`src/rtl/sdrd_pkg.sv`:
```
package sdrd_pkg;

  typedef enum logic [3:0] {
    SQ_IDLE, SQ_SETCNT, SQ_RDCMD, SQ_TOKEN, SQ_DATA,
    SQ_CRCH, SQ_CRCL, SQ_STOP, SQ_RESYNC, SQ_STATUS
  } seq_state_t;

  typedef enum logic [2:0] {
    CE_IDLE, CE_PAD, CE_FRAME, CE_STUFF, CE_POLL, CE_EXTRA, CE_FIN
  } cmd_state_t;

  localparam logic [5:0] IDX_STOP    = 6'd12;
  localparam logic [5:0] IDX_STATUS  = 6'd13;
  localparam logic [5:0] IDX_RDMULTI = 6'd18;
  localparam logic [5:0] IDX_SETCNT  = 6'd23;
  localparam logic [7:0] IDLE_BYTE   = 8'hFF;
  localparam logic [7:0] START_TOKEN = 8'hFE;

  // CRC16 with polynomial 0x1021, one byte folded in at a time
  function automatic logic [15:0] crc16_byte(logic [15:0] c, logic [7:0] d);
    logic [15:0] r;
    r = c ^ {d, 8'h00};
    for (int b = 0; b < 8; b++) begin
      r = r[15] ? ((r << 1) ^ 16'h1021) : (r << 1);
    end
    return r;
  endfunction

  // k-th byte of a six-byte command frame
  function automatic logic [7:0] frame_byte(logic [5:0] idx, logic [31:0] arg, logic [2:0] k);
    case (k)
      3'd0:    return {2'b01, idx};
      3'd1:    return arg[31:24];
      3'd2:    return arg[23:16];
      3'd3:    return arg[15:8];
      3'd4:    return arg[7:0];
      default: return 8'h01;
    endcase
  endfunction

  function automatic logic r1_illegal(logic [7:0] r1);
    return r1[2];
  endfunction

endpackage

```
`src/rtl/sdrd_crc.sv`:
```
module sdrd_crc
  import sdrd_pkg::*;
(
  input  logic        clk,
  input  logic        rst_n,
  input  logic        clr,
  input  logic        en,
  input  logic [7:0]  d,
  output logic [15:0] crc
);
  always_ff @(posedge clk or negedge rst_n) begin
    if (!rst_n)   crc <= '0;
    else if (clr) crc <= '0;
    else if (en)  crc <= crc16_byte(crc, d);
  end
endmodule

```
`src/rtl/sdrd_cmd.sv`:
```
module sdrd_cmd
  import sdrd_pkg::*;
#(
  parameter int NCR_MAX = 8
) (
  input  logic        clk,
  input  logic        rst_n,
  input  logic        go,
  input  logic [5:0]  idx,
  input  logic [31:0] arg,
  input  logic        skip_stuff,
  input  logic        want_r2,
  output logic        b_req,
  output logic [7:0]  b_tx,
  input  logic        b_ack,
  input  logic [7:0]  b_rx,
  output logic        fin,
  output logic [7:0]  r1,
  output logic [7:0]  r2,
  output logic        tmo
);
  localparam int PW = $clog2(NCR_MAX + 1);
  localparam logic [PW-1:0] POLL_LAST = PW'(NCR_MAX - 1);

  cmd_state_t    st;
  logic [2:0]    k;
  logic [PW-1:0] polls;
  logic [5:0]    idx_q;
  logic [31:0]   arg_q;
  logic          skip_q, r2_q;

  always_comb begin
    b_req = (st != CE_IDLE) && (st != CE_FIN);
    b_tx  = (st == CE_FRAME) ? frame_byte(idx_q, arg_q, k) : IDLE_BYTE;
  end

  assign fin = (st == CE_FIN);

  always_ff @(posedge clk or negedge rst_n) begin
    if (!rst_n) begin
      st <= CE_IDLE; k <= '0; polls <= '0; idx_q <= '0; arg_q <= '0;
      skip_q <= 1'b0; r2_q <= 1'b0; r1 <= 8'hFF; r2 <= 8'hFF; tmo <= 1'b0;
    end else begin
      case (st)
        CE_IDLE: if (go) begin
          idx_q <= idx; arg_q <= arg; skip_q <= skip_stuff; r2_q <= want_r2;
          tmo <= 1'b0; r1 <= 8'hFF; r2 <= 8'hFF; st <= CE_PAD;
        end
        CE_PAD: if (b_ack) begin
          k <= '0; st <= CE_FRAME;
        end
        CE_FRAME: if (b_ack) begin
          if (k == 3'd5) begin
            polls <= '0;
            st <= skip_q ? CE_STUFF : CE_POLL;
          end else k <= k + 3'd1;
        end
        CE_STUFF: if (b_ack) st <= CE_POLL;
        CE_POLL: if (b_ack) begin
          if (!b_rx[7]) begin
            r1 <= b_rx;
            st <= r2_q ? CE_EXTRA : CE_FIN;
          end else if (polls == POLL_LAST) begin
            tmo <= 1'b1; st <= CE_FIN;
          end else polls <= polls + 1'b1;
        end
        CE_EXTRA: if (b_ack) begin
          r2 <= b_rx; st <= CE_FIN;
        end
        default: st <= CE_IDLE;
      endcase
    end
  end
endmodule

```
`src/rtl/sdrd_seq.sv`:
```
module sdrd_seq
  import sdrd_pkg::*;
#(
  parameter int SECT_W       = 32,
  parameter int CNT_W        = 16,
  parameter int BLK_BYTES    = 512,
  parameter int NCR_MAX      = 8,
  parameter int TOKEN_TRIES  = 1024,
  parameter int RESYNC_BYTES = 2
) (
  input  logic              clk,
  input  logic              rst_n,
  input  logic              start,
  input  logic [SECT_W-1:0] start_sector,
  input  logic [CNT_W-1:0]  sector_count,
  output logic              busy,
  output logic              done,
  output logic              err,
  output logic [1:0]        warnings,
  output logic [7:0]        rd_data,
  output logic              rd_valid,
  output logic              rd_last,
  output logic              cs_n,
  output logic              xfer_req,
  output logic [7:0]        xfer_tx,
  input  logic              xfer_ack,
  input  logic [7:0]        xfer_rx
);
  localparam int BW = $clog2(BLK_BYTES);
  localparam int TW = $clog2(TOKEN_TRIES);
  localparam int RW = (RESYNC_BYTES > 1) ? $clog2(RESYNC_BYTES) : 1;
  localparam logic [BW-1:0]    BYTE_LAST = BW'(BLK_BYTES - 1);
  localparam logic [TW-1:0]    TRY_LAST  = TW'(TOKEN_TRIES - 1);
  localparam logic [RW-1:0]    RS_LAST   = RW'(RESYNC_BYTES - 1);
  localparam logic [CNT_W-1:0] ONE_LEFT  = CNT_W'(1);

  seq_state_t        st;
  logic              issued, pre_mode, err_q, done_q, cs_q;
  logic [1:0]        warn_q;
  logic [CNT_W-1:0]  left, cnt_q;
  logic [SECT_W-1:0] sect_q;
  logic [BW-1:0]     bcnt;
  logic [TW-1:0]     tries;
  logic [RW-1:0]     rs_cnt;
  logic [7:0]        crc_hi;

  // command engine hookup
  logic        cmd_phase, cmd_go, c_req, c_ack, c_fin, c_tmo, c_skip, c_want2, c_bad;
  logic [7:0]  c_tx, c_r1, c_r2;
  logic [5:0]  c_idx;
  logic [31:0] c_arg;
  logic        s_req, s_ack;
  logic [15:0] crc_now;
  logic        crc_clr, crc_en;

  // named internal events, observed by the checker
  logic ev_reject23, ev_recover, ev_crc_bad, ev_token_ok;

  assign cmd_phase = (st == SQ_SETCNT) || (st == SQ_RDCMD) || (st == SQ_STOP) || (st == SQ_STATUS);
  assign s_req     = (st == SQ_TOKEN) || (st == SQ_DATA) || (st == SQ_CRCH) ||
                     (st == SQ_CRCL) || (st == SQ_RESYNC);
  assign xfer_req  = cmd_phase ? c_req : s_req;
  assign xfer_tx   = cmd_phase ? c_tx : IDLE_BYTE;
  assign c_ack     = cmd_phase & xfer_ack;
  assign s_ack     = s_req & xfer_ack;
  assign cmd_go    = cmd_phase & ~issued;
  assign c_bad     = c_tmo | (c_r1 != 8'h00);

  always_comb begin
    c_idx = IDX_STATUS; c_arg = '0; c_skip = 1'b0; c_want2 = 1'b0;
    case (st)
      SQ_SETCNT: begin c_idx = IDX_SETCNT;  c_arg = 32'(cnt_q); end
      SQ_RDCMD:  begin c_idx = IDX_RDMULTI; c_arg = 32'(sect_q); end
      SQ_STOP:   begin c_idx = IDX_STOP;    c_skip = 1'b1; end
      SQ_STATUS: begin c_idx = IDX_STATUS;  c_want2 = 1'b1; end
      default: ;
    endcase
  end

  assign ev_token_ok = (st == SQ_TOKEN) && s_ack && (xfer_rx == START_TOKEN);
  assign ev_reject23 = (st == SQ_SETCNT) && c_fin && !c_tmo && (c_r1 != 8'h00) && r1_illegal(c_r1);
  assign ev_recover  = (st == SQ_STOP) && c_fin && c_bad;
  assign ev_crc_bad  = (st == SQ_CRCL) && s_ack && ({crc_hi, xfer_rx} != crc_now);
  assign crc_clr     = ev_token_ok;
  assign crc_en      = (st == SQ_DATA) && s_ack;

  sdrd_cmd #(.NCR_MAX(NCR_MAX)) u_cmd (
    .clk(clk), .rst_n(rst_n), .go(cmd_go), .idx(c_idx), .arg(c_arg),
    .skip_stuff(c_skip), .want_r2(c_want2),
    .b_req(c_req), .b_tx(c_tx), .b_ack(c_ack), .b_rx(xfer_rx),
    .fin(c_fin), .r1(c_r1), .r2(c_r2), .tmo(c_tmo)
  );

  sdrd_crc u_crc (
    .clk(clk), .rst_n(rst_n), .clr(crc_clr), .en(crc_en), .d(xfer_rx), .crc(crc_now)
  );

  assign busy     = (st != SQ_IDLE);
  assign done     = done_q;
  assign err      = err_q;
  assign warnings = warn_q;
  assign cs_n     = cs_q;

  always_ff @(posedge clk or negedge rst_n) begin
    if (!rst_n) begin
      st <= SQ_IDLE; issued <= 1'b0; pre_mode <= 1'b0; err_q <= 1'b0; done_q <= 1'b0;
      cs_q <= 1'b1; warn_q <= 2'b00; left <= '0; cnt_q <= '0; sect_q <= '0;
      bcnt <= '0; tries <= '0; rs_cnt <= '0; crc_hi <= '0;
      rd_data <= '0; rd_valid <= 1'b0; rd_last <= 1'b0;
    end else begin
      done_q   <= 1'b0;
      rd_valid <= 1'b0;
      rd_last  <= 1'b0;
      if (cmd_go) issued <= 1'b1;
      if (c_fin)  issued <= 1'b0;
      case (st)
        SQ_IDLE: if (start) begin
          err_q <= 1'b0;
          if (sector_count == '0) begin
            done_q <= 1'b1;
          end else begin
            cs_q <= 1'b0; sect_q <= start_sector; cnt_q <= sector_count;
            left <= sector_count; pre_mode <= 1'b0;
            st <= warn_q[0] ? SQ_RDCMD : SQ_SETCNT;
          end
        end
        SQ_SETCNT: if (c_fin) begin
          if (c_tmo) begin
            err_q <= 1'b1; cs_q <= 1'b1; done_q <= 1'b1; st <= SQ_IDLE;
          end else if (c_r1 == 8'h00) begin
            pre_mode <= 1'b1; st <= SQ_RDCMD;
          end else if (r1_illegal(c_r1)) begin
            warn_q[0] <= 1'b1; st <= SQ_RDCMD;
          end else begin
            err_q <= 1'b1; cs_q <= 1'b1; done_q <= 1'b1; st <= SQ_IDLE;
          end
        end
        SQ_RDCMD: if (c_fin) begin
          if (c_bad) begin
            err_q <= 1'b1; cs_q <= 1'b1; done_q <= 1'b1; st <= SQ_IDLE;
          end else begin
            tries <= '0; st <= SQ_TOKEN;
          end
        end
        SQ_TOKEN: if (s_ack) begin
          if (xfer_rx == START_TOKEN) begin
            bcnt <= '0; st <= SQ_DATA;
          end else if (xfer_rx == IDLE_BYTE && tries != TRY_LAST) begin
            tries <= tries + 1'b1;
          end else begin
            err_q <= 1'b1; st <= SQ_STOP;
          end
        end
        SQ_DATA: if (s_ack) begin
          rd_data  <= xfer_rx;
          rd_valid <= 1'b1;
          rd_last  <= (left == ONE_LEFT) && (bcnt == BYTE_LAST);
          bcnt     <= bcnt + 1'b1;
          if (bcnt == BYTE_LAST) st <= SQ_CRCH;
        end
        SQ_CRCH: if (s_ack) begin
          crc_hi <= xfer_rx; st <= SQ_CRCL;
        end
        SQ_CRCL: if (s_ack) begin
          if (ev_crc_bad) begin
            err_q <= 1'b1; st <= SQ_STOP;
          end else if (left == ONE_LEFT) begin
            st <= pre_mode ? SQ_STATUS : SQ_STOP;
          end else begin
            left <= left - 1'b1; tries <= '0; st <= SQ_TOKEN;
          end
        end
        SQ_STOP: if (c_fin) begin
          if (c_bad) begin
            warn_q[1] <= 1'b1; cs_q <= 1'b1; rs_cnt <= '0; st <= SQ_RESYNC;
          end else if (err_q) begin
            cs_q <= 1'b1; done_q <= 1'b1; st <= SQ_IDLE;
          end else st <= SQ_STATUS;
        end
        SQ_RESYNC: if (s_ack) begin
          if (rs_cnt == RS_LAST) begin
            if (err_q) begin
              done_q <= 1'b1; st <= SQ_IDLE;
            end else begin
              cs_q <= 1'b0; st <= SQ_STATUS;
            end
          end else rs_cnt <= rs_cnt + 1'b1;
        end
        SQ_STATUS: if (c_fin) begin
          if (c_bad || c_r2 != 8'h00) err_q <= 1'b1;
          cs_q <= 1'b1; done_q <= 1'b1; st <= SQ_IDLE;
        end
        default: st <= SQ_IDLE;
      endcase
    end
  end
endmodule

```
`config.mk`:
```
export PLATFORM = sky130hd
export DESIGN_NAME = sdrd_seq
export DESIGN_NICKNAME = d
export VERILOG_FILES = /design/src/rtl/sdrd_pkg.sv /design/src/rtl/sdrd_crc.sv /design/src/rtl/sdrd_cmd.sv /design/src/rtl/sdrd_seq.sv
export SDC_FILE = /design/constraint.sdc
export NUM_CORES = 1
export LEC_CHECK = 0
export BUFFER_PORTS_ARGS = -buffer_cell sky130_fd_sc_hd__buf_2
export CORE_MARGIN = 2
export CORE_UTILIZATION = 45
export CTS_CLUSTER_DIAMETER = 50
export DETAILED_ROUTE_END_ITERATION = 6
export PLACE_DENSITY = 0.66
export SLEW_MARGIN = 20
export SYNTH_ARGS = -nofsm -noshare
export SYNTH_HDL_FRONTEND = slang
export SYNTH_SLANG_ARGS = --single-unit
export TNS_END_PERCENT = 5
```
`constraint.sdc`:
```
create_clock -name clk -period 4.9 [get_ports clk]
set_input_delay 0 -clock clk [delete_from_list [all_inputs] [get_ports clk]]
set_output_delay 0 -clock clk [all_outputs]
set_load 0.02 [all_outputs]
```
==> out/results.txt, run 1 <==
status -> completed
initial antenna violation count -> 0
gpl congestion -> 0.910
Clk Latency, worst-skew pair -> 0.44 ns
Yosys warning count -> 0
path depth of the worst reg2reg path -> 6
slew margin rel. -> 19.3%
Hold Path End -> rs_cnt$_DFFE_PN0P_
largest cells by area after synthesis -> dfrtp_1 (45%), mux2_2 (8.3%), dfstp_2 (4.6%)
Die Width -> 151 microns
hold path depth -> 3
sequential area share after synthesis -> 49.9%
fin crit period -> 3.13 ns
root buf cell -> clkbuf_16
first-pass GRT wire length -> 39400 microns
Req. time, crit path -> 5.26 ns
Nets -> 1139
met2 wire length -> 11300 microns
M1 WL -> 11400 microns
dpl hpwl -> 15800 microns
Static Leak -> 4.92 nW
Max Cap Viol -> 0
Hold Crit Class -> primary input to flip-flop
routed vias -> 7860
GRT overflow -> 0
Reg2Reg Setup Slack -> 1.77 ns
DR DRC count -> 0
VDD IR max -> 287 uV
full die area -> 0.0229 sq mm
setup TNS -> 0 ns
CP startpoint kind -> flip-flop
Pre-antenna DRT Iters -> 7
GRT Util Overall -> 21.8%
clock buffer depth -> 2
Final WS setup -> 1.77 ns
worst-path fanout max -> 25
WHS -> 0.0233 ns
Synth top area share -> 45.3%
Post-CTS Setup Inserts -> 0
synthesized flop and latch total -> 194
Synth Net Count -> 1034
number of distinct library cells after synthesis -> 65
average cell area after synthesis -> 10.1 sq um
CP Capture Type -> flip-flop
FP Rows -> 53
H-tree depth -> 4
CTS Buf Count -> 17
fin crit share -> 63.9%
Layout area overhead -> 18.3%
pre-CTS setup slack -> 1.82 ns
Post-synth EDFFs -> 0
Clock transition at path regs -> 0.07 ns
IO Pins -> 85
Via-to-Cell Ratio -> 5.80
Netlist Area Pre-Place -> 0.00977 sq mm
clock sinks -> 194
highest clock rate -> 319 MHz
Syn Inst Count -> 963
RSZ-0062 raised after global routing -> no
Core Box Area -> 0.0212 sq mm
worst r2r src -> st[0]$_DFFE_PN0P_
HP Start -> xfer_ack
antenna fix cells -> 0
RR Endpoint -> u_cmd.r2[1]$_DFFE_PN1P_
Die Height -> 151 microns
final design utilization -> 54.7%
crit path kind -> flip-flop to flip-flop
area leader, netlist -> dfrtp_1
initial core utilization -> 46.2%
Synth async-reset ratio -> 100%
slew of the pin with the lowest slew margin -> 1.19 ns
CTS tree -> built
pwr dens -> 600 mW/mm^2
Setup violations, final -> 0
Highest Signal Layer -> met4
WP data arrival -> 3.49 ns
number of global-route vias before repair -> 7497
Worst Skew -> 0.0152 ns
PortBufs -> 84
pin count of the biggest net entering global routing -> 123
Fillers -> 1820
WL per Instance -> 17.9 microns
Slew Viols, Final -> 0
layout cell share with drive strength beyond 1 -> 21.3%
final hold viol count -> 0
routed wire length -> 24200 microns
DRT antenna net count -> 0
Met3 Wirelength -> 1150 microns
Main synth FF type -> dfrtp_1
Initial DRC Count -> 727
==> through the flow <==
stage / cell area, sq um / power (mW) / cells
global route: 11600 / 7.40 / 1356
global placement: 10400 / 5.43 / 1265
CTS: 11500 / 6.93 / 1355
floorplan: 9770 / 4.80 / 963
finish: 11600 / 6.93 / 1356
detailed placement: 10400 / 5.49 / 1265
==> sequential cells by signal, summed over array words and instances, names as in the netlist, 8 cells and up <==
signal       count
rd_data          8
u_cmd.r1         8
sect_q          32
u_cmd.r2         8
u_crc.crc       16
tries           10
cnt_q           16
left            16
u_cmd.arg_q     32
crc_hi           8
bcnt             9
==> where the power goes <==
| group | switching, mW | internal, mW |
|---|---|---|
| registers | 0.640 | 2.30 |
| logic | 1.40 | 1.21 |
| clock network | 0.686 | 0.687 |
==> cell families after synthesis <==
| group | Yosys count | synth area share, % |
|---|---|---|
| AOI/OAI and AO/OA | 238 | 16.5 |
| xor gates and xnor gates | 47 | 4.21 |
| adders and majority gates | 11 | 1.41 |
| buffers and inverters | 91 | 3.77 |
| DFF | 194 | 49.9 |
| muxes | 77 | 8.81 |
| and+or+nand+nor | 305 | 15.4 |
==> cell usage in the layout, fill, tap and decap left out, types with 4 or more instances in the layout <==
cell type	instances
ha_1	11
o21a_1	5
nor2_1	76
inv_6	4
a222oi_1	4
and3_1	15
a22o_1	17
mux2i_1	5
nand4_1	15
inv_8	5
nand2b_1	9
a32oi_1	5
xor2_1	17
inv_1	24
nor4_1	19
o21ai_1	6
a31oi_1	7
nor2b_1	4
dfrtp_1	177
nor3_1	17
buf_4	9
dfstp_2	17
o21ai_0	44
nand2_1	79
a211o_1	8
xnor2_1	30
buf_2	83
mux2_2	72
dlygate4sd3_1	58
o22ai_1	8
a22oi_1	28
clkbuf_16	17
o211ai_1	5
a21oi_1	63
nand3_1	38
o22a_1	12
or4_1	4
==> how the worst max path moves through the flow <==
stage	startpoint	endpoint	slack [ns]	cells after the start
2_1_floorplan	st[2]$_DFFE_PN0P_	tries[5]$_DFFE_PN0P_	2.57	9
3_3_place_gp	st[0]$_DFFE_PN0P_	tries[4]$_DFFE_PN0P_	1.94	6
3_5_place_dp	st[0]$_DFFE_PN0P_	tries[8]$_DFFE_PN0P_	1.82	6
4_1_cts	st[0]$_DFFE_PN0P_	tries[8]$_DFFE_PN0P_	1.80	6
5_1_grt	st[0]$_DFFE_PN0P_	u_cmd.r2[5]$_DFFE_PN1P_	1.51	6
6_report	st[0]$_DFFE_PN0P_	u_cmd.r2[1]$_DFFE_PN1P_	1.77	6
==> layer usage <==
layer  vias up  track usage, %
met1      3861            31.7
met2       244            33.6
met3        39            4.01
li1       3716               -
met5         -               0
met4         0            6.17
==> Yosys cell counts, types with 6 or more instances <==
cell type	number
nand3_1	38
a22oi_1	28
o22ai_1	8
nor2_1	77
ha_1	11
inv_1	24
and3_1	15
nor4b_1	6
dfstp_2	17
buf_1	12
dfrtp_1	177
nand2b_1	9
xnor2_1	30
xor2_1	17
a21oi_1	63
a22o_1	17
nor3_1	17
nor4_1	20
clkbuf_1	38
mux2_2	72
o22a_1	12
o21ai_1	6
nand4_1	15
nand2_1	79
a31oi_1	7
buf_2	15
o21ai_0	44
a211o_1	8
==> timing repair <==
action                                  CTS  global route
endpoints found under the setup margin    0             0
resized for setup                         0             0
endpoints found under the hold margin   163             0
hold buffers                             58             0
==> critical path, stage by stage, from the launching register on <==
cell,delay [ns]
dfrtp_1,0.84
xor2_1,0.31
a2bb2oi_1,0.57
nor2_1,0.13
nand3b_1,0.59
nand2_1,0.35
o22a_1,0.26
==> cell type report <==
cell class	count	area, sq um	area share, %
inverters	25	93.8	0.812
clock inverters	15	158	1.36
flip-flops and latches	194	4880	42.2
clock buffers	17	425	3.68
multi-input cells	678	4570	39.5
well taps	275	344	2.98
repair buffers	152	1100	9.49
Note: power is estimated with default switching activity, not from simulation.
==> run 2: changes to the inputs <==
==> constraint.sdc (replaced) <==
create_clock -name clk -period 2.9 [get_ports clk]
set_input_delay 0 -clock clk [delete_from_list [all_inputs] [get_ports clk]]
set_output_delay 0 -clock clk [all_outputs]
set_load 0.02 [all_outputs]
==> run 2 against run 1 <==
Effect of this change:
- power grew 73%
- non-clock buffer count grew 27
- critical path type is now flip-flop to output pin
- clock skew shrank 0.0042 ns
- critical path depth grew 3
- core utilization grew 1.2 points
- sequential cell count is the same
- via count grew 1.2%
- die area is the same
==> out/results.txt, run 2 (same netlist as run 1, synthesis figures left out) <==
most frequent cells in the layout -> dfrtp_1 (176), buf_2 (83), nand2_1 (79)
Highest Signal Layer -> met4
Worst Skew -> 0.0109 ns
initial core utilization -> 46.2%
full die area -> 0.0229 sq mm
antenna fix cells -> 0
Clk Latency, worst-skew pair -> 0.45 ns
WL per Instance -> 18.1 microns
FP Rows -> 53
PortBufs -> 84
clock buffer depth -> 2
final hold viol count -> 0
routed vias -> 7953
worst r2r src -> st[2]$_DFFE_PN0P_
Static Leak -> 5.07 nW
crit path kind -> flip-flop to output pin
status -> completed
M1 WL -> 11900 microns
Top Registers -> sect_q: 32 flops, u_cmd.arg_q: 32 flops
most used cell, CP -> buf_4
path depth of the worst reg2reg path -> 6
pwr dens -> 1020 mW/mm^2
Initial DRC Count -> 708
Reg2Reg Setup Slack -> 0.36 ns
Req. time, crit path -> 2.90 ns
fin crit share -> 93.4%
highest clock rate -> 369 MHz
GRT overflow -> 0
DR DRC count -> 0
worst-path fanout max -> 14
GRT Util Overall -> 22.9%
Max Cap Viol -> 0
CP startpoint kind -> flip-flop
final design utilization -> 55.9%
Die Width -> 151 microns
VDD IR max -> 572 uV
Final WS setup -> 0.191 ns
pre-CTS setup slack -> 0.341 ns
fin cells -> 1383
Hold Crit Class -> primary input to async pin
Setup violations, final -> 0
CTS tree -> built
IO Pins -> 85
Pre-antenna DRT Iters -> 5
WP data arrival -> 2.71 ns
RR Endpoint -> tries[5]$_DFFE_PN0P_
slew margin rel. -> 47.1%
Nets -> 1166
FF/Latch Area -> 0.00488 sq mm
slew of the pin with the lowest slew margin -> 0.793 ns
Core Box Area -> 0.0212 sq mm
Placed Cells -> 1292
Post-CTS Setup Inserts -> 0
fin crit period -> 2.71 ns
dpl hpwl -> 16800 microns
Clock transition at path regs -> 0.08 ns
H-tree depth -> 4
instance area at placement -> 0.0106 sq mm
CTS Buf Count -> 17
Met3 Wirelength -> 1180 microns
most common cell after layout, fill and taps aside -> dfrtp_1
gpl congestion -> 0.911
initial antenna violation count -> 0
critical path cell sequence -> buf_4, xor2_1, o22ai_2, buf_4, and3_1, inv_1, a31oi_1, nand3_1, buf_2
RSZ-0062 raised after global routing -> no
Die Height -> 151 microns
Via-to-Cell Ratio -> 5.75
DRT antenna net count -> 0
CP Capture Type -> output pin
layout cell share with drive strength beyond 1 -> 23.3%
setup TNS -> 0 ns
Fillers -> 1809
met2 wire length -> 11500 microns
root buf cell -> clkbuf_16
Crit-path slowest cell -> dfrtp_2
Slew Viols, Final -> 0
pin count of the biggest net entering global routing -> 94
area occupied by multi-input gates -> 0.00456 sq mm
clock sinks -> 194
routed wire length -> 25000 microns
critical path's largest stage delay -> 0.49 ns
first-pass GRT wire length -> 40300 microns
design area -> 0.0118 sq mm
number of global-route vias before repair -> 7578
Layout area overhead -> 21.0%
[run 2: cell count changes in the layout (fill, tap and decap cells not counted), moves of 2 or more]
cell / previous run / this run
inv_8: 5 / 3
clkinv_8: 2 / 4
buf_4: 9 / 33
buf_12: 1 / 3
[run 2: worst max path at each step]
stage,from,endpoint,slack [ns],depth (start not counted)
finish,st[0]$_DFFE_PN0P_,xfer_tx[1],0.19,9
CTS,st[0]$_DFFE_PN0P_,xfer_tx[1],0.18,9
global route,st[0]$_DFFE_PN0P_,xfer_tx[1],0.07,9
global placement,st[2]$_DFFE_PN0P_,tries[4]$_DFFE_PN0P_,0.42,6
detailed placement,st[0]$_DFFE_PN0P_,u_cmd.r2[2]$_DFFE_PN1P_,0.34,7
floorplan,st[2]$_DFFE_PN0P_,tries[5]$_DFFE_PN0P_,0.57,9
[run 2: metrics by stage]
stage               hold slack (ns)  power [mW]
floorplan                    -0.296        8.11
global placement              0.132        9.38
detailed placement            0.131        9.49
CTS                           0.223        12.0
global route                  0.243        12.8
finish                        0.156        12.0
[run 2: final cells by class]
class                   count  area share, %
flip-flops and latches    194           41.3
multi-input cells         678           38.6
repair buffers            179           11.2
clock buffers              17           3.60
well taps                 275           2.91
clock inverters            15           1.56
inverters                  25          0.794
[run 2: critical path: cells and delay by family (launching register included)]
family                 cells  cell delay [ns]
AND/OR/NAND/NOR            2             0.52
AO/OA/AOI/OAI              2             0.39
buffers and inverters      4             0.66
flip-flops                 1             0.49
XOR/XNOR                   1             0.21
[run 2: timing repair]
action / 4_1_cts / 5_1_grt
hold endpoints to repair: 171 / 0
resized for setup: 0 / 2
endpoints found under the setup margin: 0 / 7
hold buffers: 59 / 0
[run 2: where the power goes]
part           switching, mW  internal (mW)  leakage, nW
Sequential             0.956           3.90         2.39
Combinational           2.54           2.20         2.39
Clock                   1.17           1.24        0.292
[run 2: layer usage]
layer / GRT usage (%) / vias to the layer above
met2: 34.5 / 218
met5: 0 / -
met4: 6.54 / 0
met1: 34.1 / 3939
li1: - / 3760
met3: 3.70 / 36
==> run 3: changes to the inputs <==
--- a/config.mk
+++ b/config.mk
@@ -7,10 +7,10 @@
 export LEC_CHECK = 0
 export BUFFER_PORTS_ARGS = -buffer_cell sky130_fd_sc_hd__buf_2
 export CORE_MARGIN = 2
-export CORE_UTILIZATION = 45
+export CORE_UTILIZATION = 60
 export CTS_CLUSTER_DIAMETER = 50
 export DETAILED_ROUTE_END_ITERATION = 6
-export PLACE_DENSITY = 0.66
+export PLACE_DENSITY = 0.83
 export SLEW_MARGIN = 20
 export SYNTH_ARGS = -nofsm -noshare
 export SYNTH_HDL_FRONTEND = slang
==> run 3 against run 2 <==
Effect of this change:
- critical path depth fell by 1
- setup slack got worse by 0.059 ns
- largest power group unchanged
- global-route usage up 6.9 points
- power up 0.12%
- via count rose by 3.3%
- hold slack improved by 0.0024 ns
- register-to-register slack lost 0.12 ns
- fmax fell by 2.1%
- core utilization increased by 18 points
- non-clock buffer count down 7
==> out/results.txt, run 3 (same netlist as run 1, synthesis figures left out) <==
status -> completed
FP Rows -> 46
Clock transition at path regs -> 0.07 ns
DRT antenna net count -> 0
DR DRC count -> 0
number of global-route vias before repair -> 7989
Worst Skew -> 0.0111 ns
IO Pins -> 85
first-pass GRT wire length -> 41200 microns
most frequent cells in the layout -> dfrtp_1 (177), buf_2 (83), nand2_1 (79)
Layout area overhead -> 19.6%
WL per Instance -> 19.1 microns
fin crit share -> 95.4%
Max Cap Viol -> 0
GRT Util Overall -> 29.7%
clock buffer depth -> 2
RSZ-0062 raised after global routing -> no
pin count of the biggest net entering global routing -> 85
Top Registers -> sect_q: 32 flops, u_cmd.arg_q: 32 flops
CTS tree -> built
routed vias -> 8215
worst r2r src -> st[1]$_DFFE_PN0P_
VDD IR max -> 570 uV
design area -> 0.0117 sq mm
fin crit period -> 2.77 ns
Pre-antenna DRT Iters -> 5
CP Capture Type -> output pin
routed wire length -> 25200 microns
most common cell after layout, fill and taps aside -> dfrtp_1
WP data arrival -> 2.77 ns
crit path kind -> flip-flop to output pin
gpl congestion -> 0.945
FF/Latch Area -> 0.00488 sq mm
CTS Buf Count -> 17
dpl hpwl -> 16400 microns
Slew Viols, Final -> 0
worst-path fanout max -> 15
Req. time, crit path -> 2.90 ns
area occupied by multi-input gates -> 0.00456 sq mm
root buf cell -> clkbuf_16
layout cell share with drive strength beyond 1 -> 22.6%
final hold viol count -> 0
Initial DRC Count -> 1066
GRT overflow -> 0
slew of the pin with the lowest slew margin -> 1.07 ns
initial core utilization -> 61.5%
Hold Crit Class -> primary input to async pin
slew margin rel. -> 28.3%
initial antenna violation count -> 2
Fillers -> 1108
setup TNS -> 0 ns
PortBufs -> 84
Core Box Area -> 0.0159 sq mm
Clk Latency, worst-skew pair -> 0.45 ns
Reg2Reg Setup Slack -> 0.24 ns
Via-to-Cell Ratio -> 6.23
path depth of the worst reg2reg path -> 7
Die Width -> 132 microns
Pwr Total -> 12.0 mW
Post-CTS Setup Inserts -> 0
Nets -> 1159
Die Height -> 132 microns
CP startpoint kind -> flip-flop
H-tree depth -> 4
Static Leak -> 5.03 nW
full die area -> 0.0173 sq mm
highest clock rate -> 361 MHz
clock sinks -> 194
RR Endpoint -> left[4]$_DFFE_PN0P_
Setup violations, final -> 0
pwr dens -> 1030 mW/mm^2
instance area at placement -> 0.0105 sq mm
## run 3: final cells by class
cell class	instances	share of cell area, %
inverters	25	0.803
flip-flops and latches	194	41.7
clock buffers	17	3.64
clock inverters	15	1.41
repair buffers	172	11.0
diodes	2	0.0428
well taps	216	2.31
multi-input cells	678	39.0
## run 3: worst max path at each step
stage | cells past startpoint | to | start | slack [ns]
2_1_floorplan | 9 | tries[5]$_DFFE_PN0P_ | st[2]$_DFFE_PN0P_ | 0.57
3_3_place_gp | 7 | left[3]$_DFFE_PN0P_ | st[1]$_DFFE_PN0P_ | 0.41
3_5_place_dp | 7 | left[8]$_DFFE_PN0P_ | st[1]$_DFFE_PN0P_ | 0.35
4_1_cts | 8 | xfer_tx[4] | st[0]$_DFFE_PN0P_ | 0.19
5_1_grt | 8 | xfer_tx[1] | st[0]$_DFFE_PN0P_ | 0.02
6_report | 8 | xfer_tx[1] | st[0]$_DFFE_PN0P_ | 0.13
## run 3: stage by stage
stage | cells | hold slack, ns | utilization (%) | worst slack, ns
after floorplan | 963 | -0.296 | - | 0.567
after global placement | 1226 | 0.0908 | 66.1 | 0.412
after detailed placement | 1226 | 0.0925 | 66.1 | 0.350
after CTS | 1317 | 0.179 | 73.5 | 0.187
after global routing | 1319 | 0.228 | 73.5 | 0.0161
final | 1319 | 0.158 | 73.5 | 0.132
## run 3: critical path, stage by stage, from the launching register on
cell and delay [ns]:
dfrtp_1 0.51, buf_4 0.28, nand2b_1 0.16, o22ai_2 0.37, and3_1 0.41, inv_1 0.07, a31oi_1 0.20, nand3_1 0.14
buf_2 0.19
## run 3: timing repair
action	in CTS	in global routing
resized for setup	0	0
hold buffers	59	0
hold endpoints to repair	158	0
## run 3: power by group
part	internal (mW)	switching, mW
Sequential	3.90	1.01
Combinational	2.15	2.58
Clock	1.23	1.15
## run 3: routing by layer
layer,GRT usage (%),wire length (microns)
met1,41.5,10800
met2,47.0,12000
met3,5.67,1890
met4,10.0,585
met5,0,0
